<file path="config.mk">
export PLATFORM = sky130hd
export DESIGN_NAME = drdy_combiner
export DESIGN_NICKNAME = d
export VERILOG_FILES = /design/src/rtl/drdy_pkg.sv /design/src/rtl/drdy_link.sv /design/src/rtl/drdy_pulse.sv /design/src/rtl/drdy_combiner.sv
export SDC_FILE = /design/constraint.sdc
export NUM_CORES = 1
export LEC_CHECK = 0
export BUFFER_PORTS_ARGS = -buffer_cell sky130_fd_sc_hd__buf_2
export CAP_MARGIN = 10
export CELL_PAD_IN_SITES_DETAIL_PLACEMENT = 1
export CELL_PAD_IN_SITES_GLOBAL_PLACEMENT = 2
export CORE_ASPECT_RATIO = 0.6
export CORE_MARGIN = 3
export CORE_UTILIZATION = 35
export DETAILED_ROUTE_END_ITERATION = 10
export PLACE_DENSITY_LB_ADDON = 0.1
export SLEW_MARGIN = 5
export SYNTH_ARGS = -nofsm -noshare
export SYNTH_HDL_FRONTEND = slang
export SYNTH_SLANG_ARGS = --single-unit
export TNS_END_PERCENT = 20
</file>
<file path="constraint.sdc">
create_clock -name clk -period 2.4 [get_ports clk]
set_clock_uncertainty 0.15 [all_clocks]
set_input_delay 0.48 -clock clk [delete_from_list [all_inputs] [get_ports clk]]
set_output_delay 0.48 -clock clk [all_outputs]
set_load 0.01 [all_outputs]
</file>
<file path="src/rtl/drdy_pkg.sv">
package drdy_pkg;
    typedef enum logic [1:0] {
        SEL_LINKED = 2'b00,
        SEL_CH0    = 2'b01,
        SEL_CH1    = 2'b10,
        SEL_BOTH   = 2'b11
    } sel_mode_e;

    typedef enum logic [1:0] {
        LK_EMPTY = 2'd0,
        LK_HAVE0 = 2'd1,
        LK_HAVE1 = 2'd2
    } link_state_e;

    typedef enum logic {
        PL_IDLE = 1'b0,
        PL_LOW  = 1'b1
    } pulse_state_e;
endpackage

</file>
<file path="src/rtl/drdy_link.sv">
module drdy_link
    import drdy_pkg::*;
#(
    parameter int DW = 24
) (
    input  logic          clk,
    input  logic          rst_n,
    input  logic          enable,
    input  logic          awake0,
    input  logic          awake1,
    input  logic          stb0,
    input  logic          stb1,
    input  logic [DW-1:0] d0,
    input  logic [DW-1:0] d1,
    output logic          fire,
    output logic [DW-1:0] val0,
    output logic [DW-1:0] val1
);
    link_state_e state, state_nx;
    logic [DW-1:0] hold0, hold1;
    logic          live;

    assign live = enable && awake0 && awake1;

    always_ff @(posedge clk or negedge rst_n) begin
        if (!rst_n) state <= LK_EMPTY;
        else        state <= state_nx;
    end

    always_ff @(posedge clk or negedge rst_n) begin
        if (!rst_n) begin
            hold0 <= '0;
            hold1 <= '0;
        end else if (live) begin
            if (stb0) hold0 <= d0;
            if (stb1) hold1 <= d1;
        end
    end

    always_comb begin
        state_nx = state;
        fire     = 1'b0;
        if (!live) begin
            state_nx = LK_EMPTY;
        end else begin
            unique case (state)
                LK_EMPTY: begin
                    if (stb0 && stb1) fire = 1'b1;
                    else if (stb0)    state_nx = LK_HAVE0;
                    else if (stb1)    state_nx = LK_HAVE1;
                end
                LK_HAVE0: begin
                    if (stb1) begin
                        fire     = 1'b1;
                        state_nx = LK_EMPTY;
                    end
                end
                LK_HAVE1: begin
                    if (stb0) begin
                        fire     = 1'b1;
                        state_nx = LK_EMPTY;
                    end
                end
                default: state_nx = LK_EMPTY;
            endcase
        end
    end

    assign val0 = stb0 ? d0 : hold0;
    assign val1 = stb1 ? d1 : hold1;

    // a completed pair always leaves the machine empty
    a_r6_fire_empties: assert property (@(posedge clk) disable iff (!rst_n)
        fire |=> (state == LK_EMPTY));
    // a sleeping channel never lets the pair stay held
    a_r8_sleep_clears: assert property (@(posedge clk) disable iff (!rst_n)
        (!awake0 || !awake1) |=> (state == LK_EMPTY));
endmodule

</file>
<file path="src/rtl/drdy_pulse.sv">
module drdy_pulse
    import drdy_pkg::*;
#(
    parameter int LEN = 2
) (
    input  logic clk,
    input  logic rst_n,
    input  logic fire,
    output logic drdy_n
);
    localparam int CW = (LEN > 1) ? $clog2(LEN) : 1;
    localparam logic [CW-1:0] LOAD = CW'(LEN - 1);

    pulse_state_e state;
    logic [CW-1:0] cnt;

    always_ff @(posedge clk or negedge rst_n) begin
        if (!rst_n) begin
            state <= PL_IDLE;
            cnt   <= '0;
        end else begin
            unique case (state)
                PL_IDLE: begin
                    if (fire) begin
                        state <= PL_LOW;
                        cnt   <= LOAD;
                    end
                end
                PL_LOW: begin
                    if (fire)          cnt   <= LOAD;
                    else if (cnt == 0) state <= PL_IDLE;
                    else               cnt   <= cnt - 1'b1;
                end
                default: state <= PL_IDLE;
            endcase
        end
    end

    always_comb begin
        drdy_n = (state != PL_LOW);
    end

    // pin goes low right after a fire
    a_r2_pulse_start: assert property (@(posedge clk) disable iff (!rst_n)
        fire |=> !drdy_n);
    // expired count without a new fire releases the pin
    a_r2_pulse_end: assert property (@(posedge clk) disable iff (!rst_n)
        (state == PL_LOW && cnt == 0 && !fire) |=> drdy_n);
endmodule

</file>
<file path="src/rtl/drdy_combiner.sv">
module drdy_combiner
    import drdy_pkg::*;
#(
    parameter int DW        = 24,
    parameter int PULSE_LEN = 2
) (
    input  logic          clk,
    input  logic          rst_n,
    input  logic [1:0]    sel,
    input  logic          c0_stb,
    input  logic [DW-1:0] c0_smp,
    input  logic          c0_rst,
    input  logic          c0_shdn,
    input  logic          c1_stb,
    input  logic [DW-1:0] c1_smp,
    input  logic          c1_rst,
    input  logic          c1_shdn,
    output logic          drdy_n,
    output logic [DW-1:0] out0,
    output logic [DW-1:0] out1
);
    sel_mode_e     sel_q;
    logic          awake0, awake1, stb0, stb1;
    logic          linked, link_en, link_fire, solo_fire, fire;
    logic [DW-1:0] link_val0, link_val1;

    assign awake0  = !c0_rst && !c0_shdn;
    assign awake1  = !c1_rst && !c1_shdn;
    assign stb0    = c0_stb && awake0;
    assign stb1    = c1_stb && awake1;
    assign linked  = (sel_mode_e'(sel) == SEL_LINKED);
    assign link_en = linked && (sel_q == SEL_LINKED);

    always_ff @(posedge clk or negedge rst_n) begin
        if (!rst_n) sel_q <= SEL_LINKED;
        else        sel_q <= sel_mode_e'(sel);
    end

    drdy_link #(.DW(DW)) u_link (
        .clk    (clk),
        .rst_n  (rst_n),
        .enable (link_en),
        .awake0 (awake0),
        .awake1 (awake1),
        .stb0   (stb0),
        .stb1   (stb1),
        .d0     (c0_smp),
        .d1     (c1_smp),
        .fire   (link_fire),
        .val0   (link_val0),
        .val1   (link_val1)
    );

    assign solo_fire = !linked && ((stb0 && sel[0]) || (stb1 && sel[1]));
    assign fire      = link_fire || solo_fire;

    always_ff @(posedge clk or negedge rst_n) begin
        if (!rst_n) begin
            out0 <= '0;
            out1 <= '0;
        end else if (link_fire) begin
            out0 <= link_val0;
            out1 <= link_val1;
        end else if (!linked) begin
            if (stb0) out0 <= c0_smp;
            if (stb1) out1 <= c1_smp;
        end
    end

    drdy_pulse #(.LEN(PULSE_LEN)) u_pulse (
        .clk    (clk),
        .rst_n  (rst_n),
        .fire   (fire),
        .drdy_n (drdy_n)
    );

    // channel 0 alone never fires in selection 10
    a_r4_ch0_masked: assert property (@(posedge clk) disable iff (!rst_n)
        (sel == 2'b10 && !c1_stb) |-> !fire);
    // channel 1 alone never fires in selection 01
    a_r5_ch1_masked: assert property (@(posedge clk) disable iff (!rst_n)
        (sel == 2'b01 && !c0_stb) |-> !fire);
    // both registers load from the pair on a linked fire
    a_r7_pair_loaded: assert property (@(posedge clk) disable iff (!rst_n)
        link_fire |=> (out0 == $past(link_val0) && out1 == $past(link_val1)));
    // linked selection stays quiet while any channel sleeps
    a_r8_no_fire_asleep: assert property (@(posedge clk) disable iff (!rst_n)
        (linked && (!awake0 || !awake1)) |-> !fire);
    // a sleeping channel's register never changes
    a_r9_sleep_frozen: assert property (@(posedge clk) disable iff (!rst_n)
        !awake0 |=> $stable(out0));
    // no linked fire in the cycle the selection changes
    a_r11_change_quiet: assert property (@(posedge clk) disable iff (!rst_n)
        (sel_mode_e'(sel) != sel_q) |-> !link_fire);
endmodule

</file>
==> qor.txt, run 1 <==
drt wl/cell - 19.05 um
Tcrit/Tclk final - 86.92%
Seq/Total Area, Yosys - 59.89%
final WL - 11090 um
VDD IR max - 321.3 uV
final cell count without fillers - 582
worst r2r src - u_link.state[0]
TritonCTS buffer count - 9
initial drt markers - 134
FF+latch count, synth - 102
Clk Tree Root Cell - clkbuf_16
# rows - 30
Worst-path clk slew - 0.07 ns
fraction of layout cells with a size suffix above 1 - 50.71%
Sink Count - 102
ant diodes - 0
Vias - 3053
register area - 2552 um^2
Mapped Nets - 360
Yosys Warn Count - 0
Final GP Congestion - 0.7696
final hold viol count - 0
Port Buf Inserts - 106
RSZ-0062 raised after global routing - no
initial core utilization - 36.74%
Worst Path Required - 2.47 ns
combinational fraction of design power - 15.1%
Slew Limit Fails - 0
DRC - 0
dpl cells - 565
FF-to-FF setup slack - 0.31 ns
Core Util, Final - 47.01%
Max Cap Viol - 0
FF-to-FF path depth - 5
Clock Latency Late Sink - 0.34 ns
Int Power - 3091 uW
Via density - 5.246
first-pass GRT wire length - 17980 um
die area - 13580 um^2
final setup fails - 0
mapped cell area - 4262 um^2
Hold Path Class - input port to register
Post-Synthesis Cells - 302
path type of the worst setup path - register to register
Worst-Margin Slew - 0.4749 ns
Die Wd - 148.5 um
RR Endpoint - out0[20]
Hold Buf Count CTS - 1
Tmin final - 2.086 ns
crit path max fanout - 24
CP endpoint - out0[20]
# IOs - 107
CTS tree - done
hpwl dp - 7706 um
total power - 4122 uW
vias in the first global route - 3220
initial antenna violation count - 0
outcome - complete, no violations
Nets - 475
overall die height - 91.47 um
Fillers - 1209
Leakage - 0.002456 uW
GRT Residual Overflow - 0
switching pwr - 1031 uW
final setup TNS - 0 ns
FMAX - 0.4794 GHz
router iterations before antenna repair - 4
crit start category - register
Global Route Usage Sum - 16.90%
WP data arrival - 2.16 ns
H-tree Lvls - 3
Worst setup EP type - register
core area - 11600 um^2
power per cell area - 756.0 nW/um^2
crit path from - u_link.state[0]
Post-CTS Setup Bufs - 0
slew margin rel. - 68.34%
Post-CTS Resized - 0
Avg Cell Area, Syn - 14.11 um^2
Clk network pwr share - 36.1%
Yosys cell types - 26
Max clock buf depth - 2
Post-DRT Antenna Nets - 0
largest net degree at the start of global routing - 39
Multi-input gate area - 1620 um^2
area delta synth->final - 27.95%
hold_ws - 0.1740 ns
Seq pwr share - 48.8%
Sw Share - 25.01%
## metal layers
layer / GRT usage, % / wire [um] / part of all wire, %
met1: 24.77 / 5511 / 50
met2: 24.90 / 4889 / 44
met3: 4.539 / 597 / 5.4
met4: 3.920 / 87 / 0.78
met5: 0 / 0 / 0
## state kept, by name, indices dropped and copies added (netlist names)
register       count
out0              24
out1              24
sel_q              2
u_link.hold0      24
u_link.hold1      24
u_link.state       2
u_pulse.cnt        1
u_pulse.state      1
## worst max-delay path, stage by stage, from the launching register on
cell      delay, ns
dfrtp_1        0.44
nor4b_1        0.33
o211ai_1       0.25
buf_4          0.28
or3_1          0.37
o221a_1        0.14
## worst min path at each step
| stage | to | from | cells past startpoint | slack, ns |
|---|---|---|---|---|
| 2_1_floorplan | out0[0] | rst_n | 0 | 0.03 |
| 3_3_place_gp | out1[9] | rst_n | 1 | 0.33 |
| 6_report | sel_q[1] | sel[1] | 1 | 0.17 |
| 5_1_grt | sel_q[1] | sel[1] | 1 | 0.16 |
| 3_5_place_dp | out1[9] | rst_n | 1 | 0.32 |
| 4_1_cts | sel_q[1] | sel[1] | 1 | 0.16 |
## per-stage QoR
step           instance area (um^2)  setup slack (ns)
2_1_floorplan                  4262            0.3128
3_3_place_gp                   5140            0.1894
3_5_place_dp                   5140            0.1275
4_1_cts                        5453            0.2978
5_1_grt                        5453            0.1710
6_report                       5453            0.3139
## cell families (layout without fill, tap and decap cells)
group           count (synthesis)  count (layout)  share of synthesized area [%]
buf+inv                        23             143                          2.319
flops                         102             102                          59.89
simple gates                   72              72                          10.95
compound gates                 57              57                          14.15
mux                            48              48                          12.68
## layout make-up
| type | instances | share of cell area (%) |
|---|---|---|
| sequential | 102 | 46.81 |
| multi-input combinational | 177 | 29.72 |
| timing repair buffer | 126 | 14.18 |
| clock buffer | 13 | 4.773 |
| tap | 160 | 3.671 |
| clock inverter | 3 | 0.7802 |
| inverter | 1 | 0.06884 |
## placed cells by master (no fill, tap or decap), types with 2 or more instances in the layout
master,n
nor2_1,2
clkbuf_8,2
o221a_1,29
nor3b_1,2
mux2_2,48
nor2b_1,2
dfrtp_1,102
buf_4,13
nand2_1,4
or3b_2,2
clkbuf_1,2
o221a_2,19
nor4_4,2
buf_2,105
or3_1,48
clkbuf_16,9
buf_12,7
nor3_1,3
nand3_1,3
## cell usage after synthesis (all sizes together)
| library cell | number | share of area, % |
|---|---|---|
| a21o | 1 | 0.18 |
| a21oi | 1 | 0.12 |
| a22oi | 2 | 0.35 |
| buf | 10 | 1.2 |
| clkbuf | 12 | 1.1 |
| dfrtp | 102 | 60 |
| inv | 1 | 0.088 |
| mux2 | 48 | 13 |
| nand2 | 4 | 0.35 |
| nand3 | 4 | 0.47 |
| nand4 | 1 | 0.15 |
| nor2 | 2 | 0.18 |
| nor2b | 2 | 0.29 |
| nor3 | 3 | 0.35 |
| nor3b | 2 | 0.35 |
| nor4 | 2 | 1.0 |
| nor4b | 1 | 0.21 |
| o211ai | 1 | 0.18 |
| o21ai | 3 | 0.44 |
| o221a | 48 | 13 |
| o31a | 1 | 0.21 |
| or2 | 1 | 0.15 |
| or3 | 48 | 7.0 |
| or3b | 2 | 0.41 |
## power by group through the flow
stage | clock [uW] | sequential (uW) | combinational (uW)
5_1_grt | 1610 | 2030 | 679
4_1_cts | 1530 | 2010 | 638
3_3_place_gp | 0 | 2040 | 620
6_report | 1490 | 2010 | 623
3_5_place_dp | 0 | 2040 | 637
2_1_floorplan | 0 | 2100 | 216
Power figures use the tool's default switching activity.
==> run 2: changes to the inputs <==
==> constraint.sdc (replaced) <==
create_clock -name clk -period 2.3 [get_ports clk]
set_clock_uncertainty 0.15 [all_clocks]
set_input_delay 0.46 -clock clk [delete_from_list [all_inputs] [get_ports clk]]
set_output_delay 0.46 -clock clk [all_outputs]
set_load 0.01 [all_outputs]
==> run 2 against run 1 <==
Compared with the run above:
- register-to-register slack got worse by 0.22 ns
- power up 3.2%
- first-iteration DRC count is 14% higher
- combinational power rose by 4.8%
- wire length is 1.8% higher
- critical path depth up 1
- die area stayed put
- critical endpoint is now out0[14]
- highest routed layer unchanged
==> qor.txt, run 2 (synthesized netlist as in run 1, its figures left out) <==
Max Cap Viol - 0
fraction of layout cells with a size suffix above 1 - 51.29%
Nets - 478
final setup TNS - 0 ns
Worst Path Required - 2.37 ns
FF-to-FF setup slack - 0.1 ns
die area - 13580 um^2
core area - 11600 um^2
Most common cell on crit path - buf_4
Sink Count - 102
# rows - 30
RR Endpoint - out0[14]
Slew Limit Fails - 0
Clock Latency Late Sink - 0.33 ns
vias in the first global route - 3316
Slowest-stage cell, CP - dfrtp_1
Tcrit/Tclk final - 95.72%
H-tree Lvls - 3
area delta synth->final - 28.48%
Clk Tree Root Cell - clkbuf_16
Final GP Congestion - 0.7576
VDD IR max - 327.6 uV
TritonCTS buffer count - 9
Multi-input gate area - 1620 um^2
DRC - 0
hold_sp - sel[1]
Worst-path clk slew - 0.07 ns
power per cell area - 776.8 nW/um^2
GRT Residual Overflow - 0
Max stage delay on crit path - 0.46 ns
dpl cells - 565
worst r2r src - u_link.state[0]
final setup fails - 0
WHS Endpoint - sel_q[1]
most frequent cells in the layout - buf_2 (105), dfrtp_1 (102), mux2_2 (48), or3_1 (48), o221a_1 (29)
largest net degree at the start of global routing - 42
Post-DRT Antenna Nets - 0
Global Route Usage Sum - 16.96%
final WL - 11290 um
Worst-Margin Slew - 0.4893 ns
Hold Path Class - input port to register
register area - 2552 um^2
hold path cells - 1
slew margin rel. - 67.38%
wire length on met1 - 5625 um
path type of the worst setup path - register to register
crit path max fanout - 19
Tmin final - 2.201 ns
commonest non-fill, non-tap cell in the layout - buf_2
metal3 WL - 593 um
FF-to-FF path depth - 6
hpwl dp - 7787 um
crit start category - register
Post-CTS Resized - 0
drt wl/cell - 19.30 um
Via density - 5.267
Port Buf Inserts - 106
WP data arrival - 2.27 ns
CTS tree - done
final cell count without fillers - 585
initial drt markers - 153
outcome - complete, no violations
met2 routed WL - 5011 um
highest layer used for signal routing - met4
Fillers - 1224
first-pass GRT wire length - 18080 um
crit-path cells - nor2b_1 -> o211ai_1 -> buf_4 -> o21ai_2 -> buf_4 -> o221a_1
ant diodes - 0
Leakage - 0.002474 uW
Max clock buf depth - 2
FMAX - 0.4542 GHz
final hold viol count - 0
# IOs - 107
Die Wd - 148.5 um
overall die height - 91.47 um
Vias - 3081
initial core utilization - 36.74%
router iterations before antenna repair - 4
initial antenna violation count - 0
Worst setup EP type - register
-- run 2: cell types whose count changed in the layout (fill, tap and decap cells not counted), sizes merged --
cell / previous run / this run
buf: 125 / 128
clkbuf: 13 / 10
clkinv: 1 / 3
inv: 1 / 2
-- run 2: how the worst max path moves through the flow --
stage | start | endpoint | slack (ns) | depth (start not counted)
after floorplan | c1_shdn | out0[10] | 0.23 | 6
after global placement | c0_stb | out0[17] | 0.02 | 7
after detailed placement | c0_stb | out0[13] | 0.002 | 7
after CTS | u_link.state[0] | out0[20] | 0.10 | 6
after global routing | u_link.state[0] | out0[14] | -0.03 | 6
final | u_link.state[0] | out0[14] | 0.1 | 6
-- run 2: layout make-up --
| cell class | count | share of cell area, % |
|---|---|---|
| Timing Repair Buffer | 129 | 14.76 |
| Multi-Input combinational cell | 177 | 29.59 |
| Inverter | 1 | 0.06856 |
| Clock inverter | 6 | 1.120 |
| Sequential cell | 102 | 46.62 |
| Tap cell | 160 | 3.656 |
| Clock buffer | 10 | 4.182 |
-- run 2: timing repair --
item / 4_1_cts / 5_1_grt
hold endpoints to repair: 33 / 0
hold buffers: 1 / 0
endpoints found under the setup margin: 0 / 24
setup buffers: 0 / 3
-- run 2: report_power, final --
group          switching, uW  internal (uW)
combinational            312            341
clock                    657            843
sequential               118           1980
total                   1090           3170
-- run 2: per-layer routing --
layer  vias to the layer above  track usage [%]
li1                       1406                -
met1                      1597            24.77
met2                        74            25.20
met3                         4            4.439
met4                         0            3.920
met5                         -                0
-- run 2: per-stage QoR --
| stage | area, um^2 | setup slack [ns] | total power (uW) | util, % | hold slack [ns] |
|---|---|---|---|---|---|
| floorplan | 4262 | 0.2328 | 2415 | - | 0.01441 |
| global placement | 5152 | 0.02188 | 2779 | 44.42 | 0.3114 |
| detailed placement | 5152 | 0.001746 | 2797 | 44.42 | 0.3166 |
| CTS | 5453 | 0.1033 | 4319 | 47.01 | 0.1579 |
| global route | 5475 | -0.02731 | 4476 | 47.21 | 0.1622 |
| finish | 5475 | 0.09853 | 4253 | 47.21 | 0.1722 |
-- run 2: worst max-delay path, delay by kind of cell, from the launching register on --
family                 cells  cell delay [ns]
AOI/OAI and AO/OA          3             0.76
buffers and inverters      2             0.54
DFF                        1             0.46
and+or+nand+nor            1             0.18
==> run 3: changes to the inputs <==
--- a/config.mk
+++ b/config.mk
@@ -9,7 +9,7 @@
 export CAP_MARGIN = 10
 export CELL_PAD_IN_SITES_DETAIL_PLACEMENT = 1
 export CELL_PAD_IN_SITES_GLOBAL_PLACEMENT = 2
-export CORE_ASPECT_RATIO = 0.6
+export CORE_ASPECT_RATIO = 0.9
 export CORE_MARGIN = 3
 export CORE_UTILIZATION = 35
 export DETAILED_ROUTE_END_ITERATION = 10
==> run 3 against run 2 <==
Compared with the run above:
- critical path depth unchanged
- combinational power is 1% lower
- via count is 1.1% lower
- maximum frequency grew 5.2%
- largest cell class unchanged
- die area down 0.30%
==> qor.txt, run 3 (synthesized netlist as in run 1, its figures left out) <==
outcome - complete, no violations
fraction of layout cells with a size suffix above 1 - 50.95%
total power - 4592 uW
FF-to-FF setup slack - 0.21 ns
FF-to-FF path depth - 6
overall die height - 110.7 um
WP data arrival - 2.17 ns
worst r2r src - u_link.state[0]
hold_sp - sel[1]
Clock Latency Late Sink - 0.34 ns
final cell count without fillers - 576
initial core utilization - 36.53%
area delta synth->final - 28.77%
Slew Limit Fails - 0
cell area after layout - 5488 um^2
Worst-path clk slew - 0.07 ns
largest net degree at the start of global routing - 45
DRC - 0
Via density - 5.292
slew margin rel. - 67.22%
router iterations before antenna repair - 4
TritonCTS buffer count - 9
WHS Endpoint - sel_q[1]
crit start category - register
CTS tree - done
Hold Path Class - input port to register
combinational fraction of design power - 14.0%
ant diodes - 0
Fillers - 1244
initial antenna violation count - 2
GRT Residual Overflow - 0
Tmin final - 2.093 ns
Max clock buf depth - 2
Worst Path Required - 2.38 ns
Tcrit/Tclk final - 91.00%
core area - 11670 um^2
Max Cap Viol - 0
commonest non-fill, non-tap cell in the layout - buf_2
Worst setup EP type - register
path type of the worst setup path - register to register
crit path max fanout - 26
Sw Share - 23.81%
H-tree Lvls - 3
Clk network pwr share - 40.3%
Global Route Usage Sum - 16.72%
# rows - 37
RR Endpoint - out0[9]
area post-placement - 5107 um^2
Worst-Margin Slew - 0.4917 ns
final WL - 10880 um
switching pwr - 1094 uW
Port Buf Inserts - 106
Leakage - 0.002471 uW
final setup fails - 0
hpwl dp - 7410 um
dpl cells - 559
Int Power - 3499 uW
Nets - 473
vias in the first global route - 3270
first-pass GRT wire length - 17740 um
Vias - 3048
hold path cells - 1
# IOs - 107
most frequent cells in the layout - buf_2 (105), dfrtp_1 (102), mux2_2 (48), or3_1 (48), o221a_1 (29)
setup ws final - 0.2071 ns
Post-DRT Antenna Nets - 0
FMAX - 0.4778 GHz
VDD IR max - 400.4 uV
Post-Place Setup Slack - -0.08580 ns
initial drt markers - 155
register area - 2552 um^2
power per cell area - 836.8 nW/um^2
Die Wd - 122.3 um
Multi-input gate area - 1620 um^2
die area - 13540 um^2
drt wl/cell - 18.88 um
Sink Count - 102
Final GP Congestion - 0.7477
final hold viol count - 0
Clk Tree Root Cell - clkbuf_16
RSZ-0062 raised after global routing - no
Seq pwr share - 45.7%
## run 3: layer usage
metal,up-vias,GRT usage [%],wire (um)
met3,11,4.745,601
met5,-,0,21
met1,1558,22.95,5009
met4,4,4.403,108
li1,1399,-,-
met2,76,26.04,5138
## run 3: timing repair
item / CTS / global route
buffers inserted: 0 / 0
endpoints found under the hold margin: 33 / 0
gates resized for setup: 0 / 0
hold buffers: 1 / 0
## run 3: per-stage QoR
stage / util, % / hold slack (ns) / TNS [ns]
finish: 47.04 / 0.1717 / 0
CTS: 47.04 / 0.1608 / 0
floorplan: - / 0.01441 / 0
global route: 47.04 / 0.1566 / 0
global placement: 43.78 / 0.3091 / 0
detailed placement: 43.78 / 0.3084 / -1.339
## run 3: critical path, cell delays in order (launching register included)
cell	delay (ns)
dfrtp_1	0.43
nor2b_1	0.16
o211ai_1	0.34
buf_4	0.35
o21ai_2	0.11
buf_12	0.18
o221a_1	0.26
## run 3: worst max path at each step
stage | from | to | slack, ns | depth (start not counted)
global placement | c1_shdn | out0[23] | 0.02 | 7
CTS | u_link.state[0] | out0[9] | 0.16 | 6
global route | u_link.state[0] | out0[9] | 0.02 | 6
finish | u_link.state[0] | out0[9] | 0.21 | 6
floorplan | c1_shdn | out0[10] | 0.23 | 6
detailed placement | c1_shdn | out0[9] | -0.09 | 7
## run 3: power groups by stage
stage / combinational [uW] / sequential (uW) / clock, uW
final: 644 / 2100 / 1850
after CTS: 661 / 2100 / 1900
after floorplan: 225 / 2190 / 0
after detailed placement: 660 / 2130 / 0
after global routing: 707 / 2130 / 1990
after global placement: 643 / 2130 / 0
## run 3: layout make-up
class	instances	area share [%]
clock inverter	7	2.645
multi-input combinational	177	29.53
clock buffer	9	4.104
inverter	1	0.06840
tap	156	3.557
timing repair buffer	124	13.59
sequential	102	46.51
